File: config.mk
export PLATFORM = sky130hd
export DESIGN_NAME = lockable_acl_reg
export DESIGN_NICKNAME = d
export VERILOG_FILES = /design/src/rtl/acl_pkg.sv /design/src/rtl/acl_ctrl_reg.sv /design/src/rtl/acl_policy.sv /design/src/rtl/acl_cfg_store.sv /design/src/rtl/lockable_acl_reg.sv
export SDC_FILE = /design/constraint.sdc
export NUM_CORES = 1
export LEC_CHECK = 0
export BUFFER_PORTS_ARGS = -buffer_cell sky130_fd_sc_hd__buf_2
export CAP_MARGIN = 40
export CORE_MARGIN = 4
export CORE_UTILIZATION = 39
export CTS_CLUSTER_SIZE = 8
export DETAILED_ROUTE_END_ITERATION = 8
export GPL_TIMING_DRIVEN = 1
export PLACE_DENSITY = 0.77
export SLEW_MARGIN = 20
export SYNTH_ARGS = -nofsm -noshare
export SYNTH_HDL_FRONTEND = slang
export SYNTH_SLANG_ARGS = --single-unit
File: constraint.sdc
create_clock -name clk -period 1.45 [get_ports clk]
set_input_delay 0.0725 -clock clk [delete_from_list [all_inputs] [get_ports clk]]
set_output_delay 0.0725 -clock clk [all_outputs]
set_load 0.01 [all_outputs]
File: src/rtl/acl_pkg.sv
`timescale 1ns/1ps
// Package: shared constants for the lockable access-control register.
// Assumes the control word places the two filter flags first, then the
// whitelist, then the three lock bits in the order given by the indices.
package acl_pkg;
    localparam int N_LOCK  = 3;
    localparam int LK_ACC  = 0;  // freezes user / non-secure flags
    localparam int LK_LIST = 1;  // freezes the domain whitelist
    localparam int LK_CFG  = 2;  // freezes the protected configuration

    typedef enum logic {
        SEL_CTRL = 1'b0,
        SEL_CFG  = 1'b1
    } acl_sel_e;

    // Width of the control word for a given number of domains.
    function automatic int ctrl_width(input int n_dom);
        return 2 + n_dom + N_LOCK;
    endfunction
endpackage

File: src/rtl/acl_ctrl_reg.sv
`timescale 1ns/1ps
// Module: control register holding the access policy and sticky locks.
// Assumes a write strobe already qualified for this register. Locks are
// set-only and cleared only by the asynchronous power-on reset. A lock
// blocks its fields from the write after the one that sets it.
module acl_ctrl_reg
    import acl_pkg::*;
#(
    parameter int N_DOM  = 2,
    parameter int DATA_W = 16
) (
    input  logic              clk,
    input  logic              por_n,
    input  logic              wr_ctrl,
    input  logic [DATA_W-1:0] wr_data,
    output logic              user_en,
    output logic              nonsec_en,
    output logic [N_DOM-1:0]  whitelist,
    output logic [N_LOCK-1:0] locks
);
    localparam int CTRL_W   = ctrl_width(N_DOM);
    localparam int B_USER   = 0;
    localparam int B_NSEC   = 1;
    localparam int B_LIST   = 2;
    localparam int B_LOCK   = 2 + N_DOM;

    // Upper data bits carry no control field.
    generate
        if (DATA_W > CTRL_W) begin : g_spare
            logic unused_hi;
            assign unused_hi = ^wr_data[DATA_W-1:CTRL_W];
        end
    endgenerate

    // Policy flags: update unless the policy lock is already active.
    always_ff @(posedge clk or negedge por_n) begin
        if (!por_n) begin
            user_en   <= 1'b0;
            nonsec_en <= 1'b0;
        end else if (wr_ctrl && !locks[LK_ACC]) begin
            user_en   <= wr_data[B_USER];
            nonsec_en <= wr_data[B_NSEC];
        end
    end

    // Whitelist: update unless the whitelist lock is already active.
    always_ff @(posedge clk or negedge por_n) begin
        if (!por_n)
            whitelist <= '0;
        else if (wr_ctrl && !locks[LK_LIST])
            whitelist <= wr_data[B_LIST +: N_DOM];
    end

    // One sticky flop per lock: a write may only raise it.
    generate
        for (genvar i = 0; i < N_LOCK; i++) begin : g_lock
            always_ff @(posedge clk or negedge por_n) begin
                if (!por_n)
                    locks[i] <= 1'b0;
                else if (wr_ctrl && wr_data[B_LOCK + i])
                    locks[i] <= 1'b1;
            end
        end
    endgenerate
endmodule

File: src/rtl/acl_policy.sv
`timescale 1ns/1ps
// Module: combinational grant decision for protected-register writes.
// Assumes the policy fields are stable registers. Domain IDs beyond the
// whitelist width are refused when the ID field can express them.
module acl_policy #(
    parameter int N_DOM = 2,
    parameter int DOM_W = 1
) (
    input  logic             acc_priv,
    input  logic             acc_secure,
    input  logic [DOM_W-1:0] acc_dom,
    input  logic             user_en,
    input  logic             nonsec_en,
    input  logic [N_DOM-1:0] whitelist,
    input  logic             cfg_locked,
    output logic             grant
);
    logic dom_ok;

    // Whitelist lookup, with a range guard only if IDs can exceed N_DOM.
    generate
        if (N_DOM == (1 << DOM_W)) begin : g_full
            assign dom_ok = whitelist[acc_dom];
        end else begin : g_part
            localparam int IDX_W = DOM_W + 1;
            logic [IDX_W-1:0] dom_ext;
            assign dom_ext = {1'b0, acc_dom};
            always_comb begin
                dom_ok = 1'b0;
                for (int d = 0; d < N_DOM; d++)
                    if (dom_ext == IDX_W'(d)) dom_ok = whitelist[d];
            end
        end
    endgenerate

    // All three filters and the configuration lock must agree.
    always_comb begin
        grant = (acc_priv | user_en) & (acc_secure | nonsec_en) &
                dom_ok & ~cfg_locked;
    end
endmodule

File: src/rtl/acl_cfg_store.sv
`timescale 1ns/1ps
// Module: protected configuration register plus the denial pulse.
// Assumes the grant is valid in the cycle of the write strobe.
module acl_cfg_store #(
    parameter int CFG_W = 16
) (
    input  logic             clk,
    input  logic             por_n,
    input  logic             wr_cfg,
    input  logic             grant,
    input  logic [CFG_W-1:0] wr_data,
    output logic [CFG_W-1:0] cfg_q,
    output logic             access_err
);
    // Load the contents only on a granted write.
    always_ff @(posedge clk or negedge por_n) begin
        if (!por_n)
            cfg_q <= '0;
        else if (wr_cfg && grant)
            cfg_q <= wr_data;
    end

    // Error pulse for one cycle after each refused write.
    always_ff @(posedge clk or negedge por_n) begin
        if (!por_n)
            access_err <= 1'b0;
        else
            access_err <= wr_cfg && !grant;
    end
endmodule

File: src/rtl/lockable_acl_reg.sv
`timescale 1ns/1ps
// Module: top of the lockable access-control register.
// Routes each write to the control register or the protected
// configuration register, and gates the latter with the policy.
// Assumes at most one write per cycle and a data width that covers the
// control word.
module lockable_acl_reg
    import acl_pkg::*;
#(
    parameter int N_DOM = 2,
    parameter int CFG_W = 16,
    parameter int DOM_W = (N_DOM > 1) ? $clog2(N_DOM) : 1
) (
    input  logic              clk,
    input  logic              por_n,
    input  logic              wr_en,
    input  logic              wr_sel,
    input  logic [CFG_W-1:0]  wr_data,
    input  logic              acc_priv,
    input  logic              acc_secure,
    input  logic [DOM_W-1:0]  acc_dom,
    output logic              user_en_o,
    output logic              nonsec_en_o,
    output logic [N_DOM-1:0]  whitelist_o,
    output logic [N_LOCK-1:0] lock_o,
    output logic [CFG_W-1:0]  cfg_q,
    output logic              access_err
);
    localparam int CTRL_W = ctrl_width(N_DOM);

    logic wr_ctrl;
    logic wr_cfg;
    logic grant;

    // Decode the write target.
    always_comb begin
        wr_ctrl = wr_en && (acl_sel_e'(wr_sel) == SEL_CTRL);
        wr_cfg  = wr_en && (acl_sel_e'(wr_sel) == SEL_CFG);
    end

    generate
        if (CFG_W < CTRL_W) begin : g_bad_width
            initial $error("CFG_W must hold the control word");
        end
    endgenerate

    acl_ctrl_reg #(.N_DOM(N_DOM), .DATA_W(CFG_W)) u_ctrl (
        .clk       (clk),
        .por_n     (por_n),
        .wr_ctrl   (wr_ctrl),
        .wr_data   (wr_data),
        .user_en   (user_en_o),
        .nonsec_en (nonsec_en_o),
        .whitelist (whitelist_o),
        .locks     (lock_o)
    );

    acl_policy #(.N_DOM(N_DOM), .DOM_W(DOM_W)) u_policy (
        .acc_priv   (acc_priv),
        .acc_secure (acc_secure),
        .acc_dom    (acc_dom),
        .user_en    (user_en_o),
        .nonsec_en  (nonsec_en_o),
        .whitelist  (whitelist_o),
        .cfg_locked (lock_o[LK_CFG]),
        .grant      (grant)
    );

    acl_cfg_store #(.CFG_W(CFG_W)) u_store (
        .clk        (clk),
        .por_n      (por_n),
        .wr_cfg     (wr_cfg),
        .grant      (grant),
        .wr_data    (wr_data),
        .cfg_q      (cfg_q),
        .access_err (access_err)
    );
endmodule

==> results.txt, run 1 <==
- TritonCTS clock tree: done
- The first detailed-routing pass took 2 iterations.
- Insertion delay of the later-clocked pin in the worst-skew pair: 0.29 ns
- Seq/Total Area, Yosys: roughly 64%
- For the worst setup path, the data arrival time is 1.63 ns.
- Wire length per cell after detailed routing: between 10 and 15 um
- The run finished with clean final reports.
- CP peak stage delay: between 0.4 and 0.5 ns
* RSZ-0062 raised after global routing: yes
- Die width: between 50 and 60 um
- Summed instance area of the synthesized netlist: 944.7 um^2
- # nets final: 150
- The initial utilization of the core area, before any placement, comes to between 40% and 50%.
- Headroom to the max-slew limit came out at 64.50%.
* Count of buffers inserted at the top-level ports: between 40 and 50
- Total DRC errors in the routed layout: 0
- For this design, the sink count on the clock tree is 24.
- In this run the power density over the cells is 1095 nW/um^2.
- Number of synthesized flops with an enable pin: 0
- Net count of the mapped netlist: 83
- Counting along the longest clock path gives a buffer depth of 2.
- STA classifies the critical path startpoint as a flop.
- Required time of the worst setup path: 1.64 ns
- Global-route wire length before repair: between 3000 and 4000 um
- The worst hold path belongs to the class in -> reg.
* Flip-flop and latch count after synthesis: 24
- The top cell type by area accounts for 63.58% of the synthesized area.
- Per report_power, the combinational group accounts for a little over a quarter of the total.
* Drt first-iter violations: 4
- The slowest stage of the critical path is the sky130_fd_sc_hd__dfrtp_1 cell.
- Antenna cells: 0
* Via count of the first global-routing pass: ~730
- Total power consumption of the routed design: approximately 1500 uW
- The total count of hold-check failures in the final report was 0.
* Switching power of the nets: 431.2 uW
- Placed wire-length estimate: about 1600 um
- Summing over every cut layer, the via total after detailed routing is slightly above 700.
- The die is roughly 57 um tall.
- Largest net degree at the start of global routing: 25
* Final cycle utilization of the critical path: between 90 and 100%
- Final GP Congestion: a little under 0.7
* Cell-by-cell listing of the critical path: o21bai_4, nor4_4, buf_6, mux2_2
* Int Power: between 1000 and 1500 uW
* Area of all placed cells without fillers: 1409 um^2
- For the final database, setup skew stands at roughly 0.0023 ns.
- During synthesis, Yosys emitted a total of 0 warnings.
- Minimum clock period: around 1.4 ns
- Among all flip-flop cells after synthesis, the most frequent one is sky130_fd_sc_hd__dfrtp_1.
* Part of the total power dissipated in sequential elements: roughly 56%
- The average instance in the mapped netlist occupies approximately 16 um^2.
* Count of filler cells inserted in the layout: approximately 200
- Dominant cell type by area after synthesis: sky130_fd_sc_hd__dfrtp_1
* CTS buffer count: 3
* Total global routing track utilization: approximately 14%
- The number of antenna violations at the first check in global routing came to 0.
- After clock tree synthesis, the clock-pin slew on the worst setup and hold paths is around 0.12 ns.
- Leak pwr: 0.0007276 uW
* Maximum level of the CTS H-tree: 1
- The final max-slew violation count is 0.
- Area grow syn2layout: 49.14%
* Row Count: 17
- By startpoint and endpoint, the worst setup path is classified as reg -> reg.
* Largest cells by area after synthesis: sky130_fd_sc_hd__dfrtp_1 (64%), sky130_fd_sc_hd__mux2_2 (24%), sky130_fd_sc_hd__a21o_1 (2.4%), sky130_fd_sc_hd__nor4_4 (2.3%), sky130_fd_sc_hd__nor2_1 (1.6%)
- Leading cell type by number of instances after synthesis: sky130_fd_sc_hd__dfrtp_1
- The total overflow left after global routing is 0.
- Final setup viols: 0
- At the pin with the least slew margin, the transition time is 0.5325 ns.
- After synthesis, the netlist uses 13 different library cells.
* Synth cell count leaders: sky130_fd_sc_hd__dfrtp_1 (24), sky130_fd_sc_hd__mux2_2 (20), sky130_fd_sc_hd__nor2_1 (4)
* Switching part of the total power: between 20% and 30%
* FFs w/ async S/R, synth: 100.0%
* Number of standard cells after synthesis: 60
- Layout cells sized above 1: about three fifths
- The count of nets left with antenna violations once routing finished came out at 0.
- The core region is between 2000 and 2500 um^2.
* Standard cell area after detailed placement: 1220 um^2
- Achievable frequency: approximately 700 MHz
- The worst setup path is captured at a flop.
* Via-per-instance ratio: 4.660
* Clk root buf: sky130_fd_sc_hd__clkbuf_4
- Share of power burned in the clock network: 17.5%
- Max Cap Viol: 0
- VDD sags by at most roughly 0.73 mV.
- CP Max Fanout: 8
* Total wire length after detailed routing: about 2200 um
* Hold_ws: between 0.015 and 0.02 ns
* Number of I/O pins: 47
* Overall die area: roughly 3300 um^2
## sequential cells by signal, summed over array words and instances (netlist names)
register,cells
u_ctrl.nonsec_en,1
u_store.access_err,1
u_ctrl.locks,3
u_ctrl.user_en,1
u_ctrl.whitelist,2
u_store.cfg_q,16
## worst max-delay path, delay by kind of cell, from the launching register on
| family | cells | cell delay (ns) |
|---|---|---|
| DFF | 1 | 0.41 |
| buffers and inverters | 1 | 0.19 |
| and+or+nand+nor | 1 | 0.19 |
| AOI/OAI and AO/OA | 1 | 0.19 |
| muxes | 1 | 0.35 |
## layer usage
metal | part of all wire [%] | vias up | GRT usage, %
met3 | 5.2 | 2 | 3.620
met5 | 0 | - | 0
met2 | 58 | 17 | 23.33
met1 | 36 | 354 | 16.98
met4 | 0.36 | 0 | 3.974
li1 | - | 340 | -
## layout by cell type, fill, tap and decap left out
cell type / instances
sky130_fd_sc_hd__nor4_4: 1
sky130_fd_sc_hd__mux2i_2: 1
sky130_fd_sc_hd__nand2_1: 1
sky130_fd_sc_hd__dfrtp_1: 24
sky130_fd_sc_hd__nor2_2: 1
sky130_fd_sc_hd__mux2_2: 20
sky130_fd_sc_hd__or2b_1: 1
sky130_fd_sc_hd__o21bai_4: 1
sky130_fd_sc_hd__nor3_1: 1
sky130_fd_sc_hd__dlygate4sd3_1: 14
sky130_fd_sc_hd__clkbuf_4: 3
sky130_fd_sc_hd__and2b_1: 1
sky130_fd_sc_hd__nor2_1: 3
sky130_fd_sc_hd__buf_6: 2
sky130_fd_sc_hd__a21o_1: 3
sky130_fd_sc_hd__buf_4: 2
sky130_fd_sc_hd__buf_2: 46
## stage by stage
| stage | setup WS, ns | TNS [ns] | utilization (%) | instances |
|---|---|---|---|---|
| final | 0.01277 | 0 | 62.49 | 153 |
| after global routing | -0.06038 | -0.6695 | 62.49 | 153 |
| after CTS | -0.02035 | -0.1212 | 58.66 | 146 |
| after detailed placement | 0.01919 | 0 | 54.11 | 135 |
| after global placement | 0.05797 | 0 | 54.11 | 135 |
| after floorplan | -0.1032 | -1.032 | - | 60 |
## layout make-up
| cell class | instances | area [um^2] | share of cell area, % |
|---|---|---|---|
| flip-flops and latches | 24 | 600.6 | 42.63 |
| repair buffers | 64 | 407.9 | 28.95 |
| multi-input cells | 34 | 342.8 | 24.33 |
| well taps | 28 | 35.03 | 2.487 |
| clock buffers | 3 | 22.52 | 1.599 |
## power by group through the flow
stage | registers (uW) | clock network (uW) | logic (uW)
after floorplan | 922 | 0 | 129
after global placement | 862 | 0 | 366
after detailed placement | 869 | 0 | 378
after CTS | 855 | 276 | 395
after global routing | 875 | 320 | 454
final | 856 | 270 | 417
## final timing paths
| kind | startpoint | endpoint | slack, ns | cells after the start |
|---|---|---|---|---|
| worst max-delay path | u_ctrl.locks[2] | u_store.cfg_q[8] | 0.01 | 4 |
| worst min-delay path | wr_data[1] | u_ctrl.nonsec_en | 0.02 | 2 |
| worst max register to register | u_ctrl.locks[2] | u_store.cfg_q[8] | 0.01 | 4 |
| worst min register to register | u_ctrl.locks[1] | u_ctrl.locks[1] | 0.50 | 1 |
| max in group asynchronous | por_n | u_store.cfg_q[0] | 0.82 | 2 |
| min in group asynchronous | por_n | u_ctrl.nonsec_en | 0.28 | 2 |
## kinds of logic (layout without fill, tap and decap cells)
logic type | Yosys count | after routing | share of synthesized area [%]
buffers and inverters | 2 | 67 | 1.987
AND/OR/NAND/NOR | 9 | 9 | 6.357
multiplexers | 21 | 21 | 24.90
AO/OA/AOI/OAI | 4 | 4 | 3.179
flip-flops | 24 | 24 | 63.58
## repair_timing
item | CTS | global route
hold buffers | 8 | 6
hold endpoints to repair | 31 | 6
gates cloned | 0 | 0
buffers inserted | 0 | 1
gates resized for setup | 0 | 4
endpoints found under the setup margin | 11 | 16
Note: power is estimated with default switching activity, not from simulation.
==> run 2: changes to the inputs <==
- CORE_MARGIN: 4 -> 1.5
==> run 2 against run 1 <==
Compared with the run above: final cell count is 2.6% higher; worst hold slack better by 0.074 ns; sequential share of layout area is 2.1 points lower; final area is 5.1% higher; sequential power hardly changed; combinational power is 6.0% higher; via count is 4.2% higher; critical path depth stayed put; core utilization is 3.2 points higher; count of clock-buffer cells in the layout stayed put; wire length is 6.9% lower; critical path type unchanged.
==> results.txt, run 2 (synthesis results as in run 1) <==
* Result of the run: complete, no violations
- Counting cells, the worst reg-to-reg path comes to 4.
- The number of global-route vias before repair came to about 760.
- At the later pin of the worst-skew pair, clock insertion delay measures 0.31 ns.
- Summed over all cells, the static leakage comes to between 0.0007 and 0.0008 uW.
* Clk_skew: around 0.006 ns
* Total DRC errors in the routed layout: 0
* Row Count: 17
- STA classifies the critical path endpoint as a flop.
- The total count of hold-check failures in the final report was 0.
- Commonest cells after routing, fill and taps aside: sky130_fd_sc_hd__buf_2 (46), sky130_fd_sc_hd__dfrtp_1 (24), sky130_fd_sc_hd__mux2_2 (17), sky130_fd_sc_hd__dlygate4sd3_1 (17)
- The register with the most flip-flops in the layout has 16 of them.
- The worst hold path passes through 3 cells.
- The path class of the tightest hold or removal check is in -> reg.
- The largest registers in the layout are u_store.cfg_q x16, u_ctrl.locks x3, u_ctrl.whitelist x2.
- The path with the worst hold slack has its endpoint at u_store.access_err.
- Starting density of the core: 41.90%
* Final cycle utilization of the critical path: approximately 100%
- TritonCTS created 3 clock buffers.
* Area of all placed cells without fillers: around 1500 um^2
* Count of buffers inserted at the top-level ports: 46
* Worst supply voltage drop on vdd: between 1 and 1.5 mV
- TritonCTS clock tree: done
* Residual antenna-violating net count after detailed routing: 0
- The floorplan step defined a die boundary enclosing about 2700 um^2.
- Including well taps, the total number of placed cells is about 130.
- At the pin with the least slew margin, the transition time is around 0.52 ns.
- # clock sinks: 24
- The clock passes through at most 2 buffers.
* Minimum clock period: roughly 1.4 ns
- Placed wire-length estimate: 1441 um
- In this run the critical register-to-register path is launched from u_ctrl.locks[2].
* Kind of critical path: reg -> reg
* Maximum level of the CTS H-tree: 1
- CP Max Fanout: 9
- The setup check on the worst reg-to-reg path leaves a slack of 0.004 ns.
* Worst Setup Slack post-DPL: 0.004310 ns
* Rel. slew slack: 65.15%
* Ratio of total power to cell area: 1196 nW/um^2
* Via-per-instance ratio: between 4 and 5
- Clock-pin slew on the worst setup and hold paths: ~0.13 ns
* Total global routing track utilization: between 10% and 20%
* Y dimension of the die: between 50 and 60 um
- CP Launch Type: flop
- The number of antenna violations at the first check in global routing is 0.
- 0 antenna diodes ended up in the layout.
- The endpoint identified for the worst register-to-register timing path is u_store.cfg_q[0].
- Max-slew violations: 0
- Final GP Congestion: 0.7974
- Required time of the worst setup path: 1.66 ns
- The final route contains about 740 vias.
- For this run the aggregate overflow at the end of global routing stands at 0.
- Setup violations remaining at the end of the flow were counted as 0.
- The post-route netlist has roughly 60% of its cells at a drive strength greater than 1.
* Largest net degree at the start of global routing: 25
* Number of I/O pins: 47
- RSZ-0062 raised after global routing: yes
- Die width: 52.22 um
- Drt first-iter violations: 4
* Clk root buf: sky130_fd_sc_hd__clkbuf_4
* Achievable frequency: between 600 and 700 MHz
- CP arrival: about 1.7 ns
- Register with the highest flop count: u_store.cfg_q
* Area grow syn2layout: 56.69%
* Startpoint of the worst hold path: wr_sel
* Core occupancy in the finished layout: around 66%
* Detailed-routing iteration count for the pre-antenna-repair pass: 2
- The placed instances occupy a cell area of 1212 um^2.
* Wire length per cell after detailed routing: about 13 um
- Global-route wire length before repair: 3332 um
* Setup WS post-layout: between 0.003 and 0.004 ns
* Total wire length after detailed routing: ~2100 um
- The finished layout holds between 150 and 200 standard cells, fillers aside.
* Placeable core area: roughly 2300 um^2
- Max Cap Viol: 0
- The library cell used most frequently in the layout, excluding fill and tap cells, is sky130_fd_sc_hd__buf_2.
- In the final design database the tool counted about 150 nets.
## run 2: timing repair
action / 4_1_cts / 5_1_grt
hold buffers: 16 / 1
buffers inserted: 0 / 2
endpoints found under the setup margin: 0 / 16
endpoints found under the hold margin: 42 / 1
gates resized for setup: 0 / 7
## run 2: area by class of cell
class                      count  area (um^2)
clock buffer                   3        22.52
clock inverter                 1        30.03
fill                         189        774.5
multi-input combinational     34        354.1
sequential                    24        600.6
tap                           28        35.03
timing repair buffer          67        437.9
## run 2: through the flow
stage / setup TNS (ns) / hold WS (ns) / total power, uW
finish: 0 / 0.09322 / 1771
floorplan: -1.032 / -0.2231 / 1051
global placement: 0 / 0.06830 / 1224
global route: -0.4652 / 0.08449 / 1872
CTS: 0 / 0.003791 / 1750
detailed placement: 0 / 0.08100 / 1240
## run 2: worst max-delay path by stage
stage                              startpoint           endpoint  slack [ns]  cells past startpoint
final                         u_ctrl.locks[2]   u_store.cfg_q[0]       0.004                      4
after CTS                     u_ctrl.locks[2]   u_store.cfg_q[0]       0.004                      4
after detailed placement      u_ctrl.locks[2]   u_store.cfg_q[0]       0.004                      4
after global placement        u_ctrl.locks[2]   u_store.cfg_q[1]        0.05                      4
after global routing          u_ctrl.locks[2]   u_store.cfg_q[0]       -0.04                      4
after floorplan           u_ctrl.whitelist[0]  u_store.cfg_q[10]       -0.10                      4
## run 2: power by group
group / internal (uW) / switching [uW] / total, uW
clock network: 280 / 194 / 474
logic: 253 / 189 / 442
registers: 785 / 70.0 / 855
total: 1320 / 453 / 1770
## run 2: worst max-delay path, stage by stage, from the launching register on
cell	delay (ns)
sky130_fd_sc_hd__dfrtp_1	0.41
sky130_fd_sc_hd__o21bai_4	0.19
sky130_fd_sc_hd__nor4_4	0.21
sky130_fd_sc_hd__buf_6	0.20
sky130_fd_sc_hd__mux2_2	0.35
## run 2: per-layer routing
layer | vias up | wire, um | global-route usage, % | share of wire [%]
met5 | - | 0 | 0 | 0
met4 | 0 | 13 | 3.846 | 0.63
met3 | 2 | 134 | 6.571 | 6.5
li1 | 351 | - | - | -
met1 | 367 | 773 | 18.32 | 37
met2 | 23 | 1145 | 31.86 | 55
==> run 3: changes to the inputs <==
- CORE_ASPECT_RATIO: default -> 1.4
- REMOVE_ABC_BUFFERS: default -> 1
==> run 3 against run 2 <==
Compared with the run above: first-iteration DRC count rose by 75%; global-route usage grew 0.065 points; combinational power is 8.1% lower; non-clock buffer count down 2; worst hold slack got worse by 0.086 ns; via count shrank 1.2%; maximum frequency rose by 0.41%; critical path depth did not move; final area down 3.7%; the flow now finishes with violations (DRC); clock skew shrank 0.0037 ns; die area increased by 0.15%; register-to-register slack about the same.
==> results.txt, run 3 (synthesis results as in run 1) <==
- The tool flagged a number of max-cap violations equal to 0.
- Register with the highest flop count: u_store.cfg_q
- Rel. slew slack: approximately two thirds
- After detailed routing, the number of remaining DRC violations is 2.
- The clock passes through at most 2 buffers.
- For this run, the top clock speed supported by timing is 694.4 MHz.
- The worst-case IR drop observed on VDD is 0.8105 mV.
* Worst path bufs/invs: 1
- After layout, the worst path uses between 90% and 100% of the clock period.
- For the pin with the worst max-slew slack, the measured transition is about 0.53 ns.
- Initial antenna violation count: 0
- The slowest stage of the critical path belongs to the cell sky130_fd_sc_hd__dfrtp_1.
- The finished cells cover about 1400 um^2.
- After detailed routing, the total wire length is between 2000 and 2500 um.
- Overflow left after global routing: 0
- Hold_ws: just under 0.007 ns
- Count of buffers inserted at the top-level ports: between 40 and 50
- Leak pwr: approximately 0.00074 uW
- # clock sinks: 24
- Leaving out fill and tap cells, the most frequent cells in the layout are sky130_fd_sc_hd__buf_2 (46), sky130_fd_sc_hd__dfrtp_1 (24), sky130_fd_sc_hd__mux2_2 (19), sky130_fd_sc_hd__dlygate4sd3_1 (15).
* Clk root buf: sky130_fd_sc_hd__clkbuf_4
* CTS buffer count: 3
- Via-per-instance ratio: just under 5
* Insertion delay of the later-clocked pin in the worst-skew pair: between 0.3 and 0.4 ns
- Detailed-routing iteration count for the pre-antenna-repair pass: 5
- Die width: roughly 45 um
- 0 antenna diodes ended up in the layout.
- Clk_skew: around 0.0024 ns
- # nets final: roughly 150
* Minimum clock period: 1.440 ns
- Required time of the worst setup path: ~1.7 ns
* TritonCTS clock tree: done
- Top Registers: u_store.cfg_q x16, u_ctrl.locks x3, u_ctrl.whitelist x2
- The final reports fail on DRC.
* Largest net degree at the start of global routing: 25
- Setup violations remaining at the end of the flow were counted as 0.
- Setup repair after global routing could not meet its margin everywhere.
- Via total after detailed routing: around 730
* Via count of the first global-routing pass: 760
- Most common cell after layout, fill and taps aside: sky130_fd_sc_hd__buf_2
* CP Max Fanout: 12
- The first global-routing pass estimated 3387 um of wire.
- Family with the most delay on the worst path: flip-flops
* Core occupancy in the finished layout: between 60 and 70%
- Wire length per cell after detailed routing: roughly 14 um
- Kind of critical path: reg -> reg
* Drt first-iter violations: 7
- Pin placement for this block handled 47 I/O pins.
- Result of the run: finished, violations left
* Residual antenna-violating net count after detailed routing: 0
- Kind of capture point of the worst setup path: flop
* Max-slew violations: 0
* Max FFs per register: 16
- CTS built an H-tree with a depth of 1.
* Standard cell area after detailed placement: approximately 1200 um^2
- CP arrival: 1.65 ns
- Y dimension of the die: 61.23 um
- Total global routing track utilization: between 10% and 20%
- After floorplanning, the core was sized to cover 2227 um^2.
* Row Count: 20
- Layout cells sized above 1: about 61%
- After legalization and detailed placement, the total HPWL measured roughly 1500 um.
- For this design the ratio of total power to cell area is between 1000 and 1500 nW/um^2.
- Clock-pin slew on the worst setup and hold paths: between 0.1 and 0.15 ns
- For this configuration, the core starts out at a cell density of 42.42%.
* Area grow syn2layout: 50.86%
- Final GP Congestion: between 0.7 and 0.8
- For this run, the slowest stage of the critical path takes between 0.4 and 0.5 ns.
- Overall die area: between 2000 and 3000 um^2
- CP Launch Type: flop
* Class of the most critical hold timing path: in -> reg
* Cell-by-cell listing of the critical path: nor2_2, nor4_4, buf_6, mux2_2
- The total count of hold-check failures in the final report is 0.
-- run 3: cell types whose count changed in the layout (fill, tap and decap cells not counted), sizes merged --
cell	previous run	this run
dlygate4sd3	17	15
bufinv	1	0
clkbuf	3	4
-- run 3: report_power, final --
group	internal [uW]	switching, uW	total (uW)
clock	154	190	344
combinational	223	182	406
sequential	785	75.6	861
-- run 3: what timing repair did --
item                                   4_1_cts  5_1_grt
buffers inserted                             0        1
setup endpoints to repair                   12       16
endpoints found under the hold margin       40        0
gates resized for setup                      3        3
hold buffers                                15        0
cloned                                       0        0
-- run 3: path summary, 6_finish.rpt --
check                            startpoint          endpoint  slack (ns)  cells past startpoint
max reg2reg                u_ctrl.nonsec_en  u_store.cfg_q[1]        0.01                      4
max in group asynchronous             por_n  u_store.cfg_q[3]        0.83                      2
min reg2reg                 u_ctrl.locks[1]   u_ctrl.locks[1]        0.50                      1
max                        u_ctrl.nonsec_en  u_store.cfg_q[1]        0.01                      4
min                              wr_data[2]  u_store.cfg_q[2]       0.007                      2
min in group asynchronous             por_n  u_store.cfg_q[7]        0.27                      2
-- run 3: layer usage --
metal | routed length (um) | global-route usage (%) | vias to the layer above
met5 | 0 | 0 | -
met4 | 36 | 7.792 | 0
met3 | 95 | 2.053 | 5
met2 | 1104 | 31.68 | 26
met1 | 837 | 19.69 | 360
li1 | - | - | 343
-- run 3: area by class of cell --
cell class | instances | area [um^2]
Multi-Input combinational cell | 34 | 346.6
Sequential cell | 24 | 600.6
Tap cell | 22 | 27.53
Timing Repair Buffer | 65 | 414.1
Fill cell | 167 | 802.0
Clock buffer | 4 | 36.28
-- run 3: metrics by stage --
step                      power (uW)  setup WS [ns]  std cells  TNS [ns]
after global routing            1698       -0.08892        149    -1.083
after detailed placement        1233       -0.02410        129   -0.1347
after global placement          1214       0.008634        129         0
after CTS                       1616      0.0001579        148         0
after floorplan                 1041        -0.2640         58    -4.224
final                           1610       0.009889        149         0
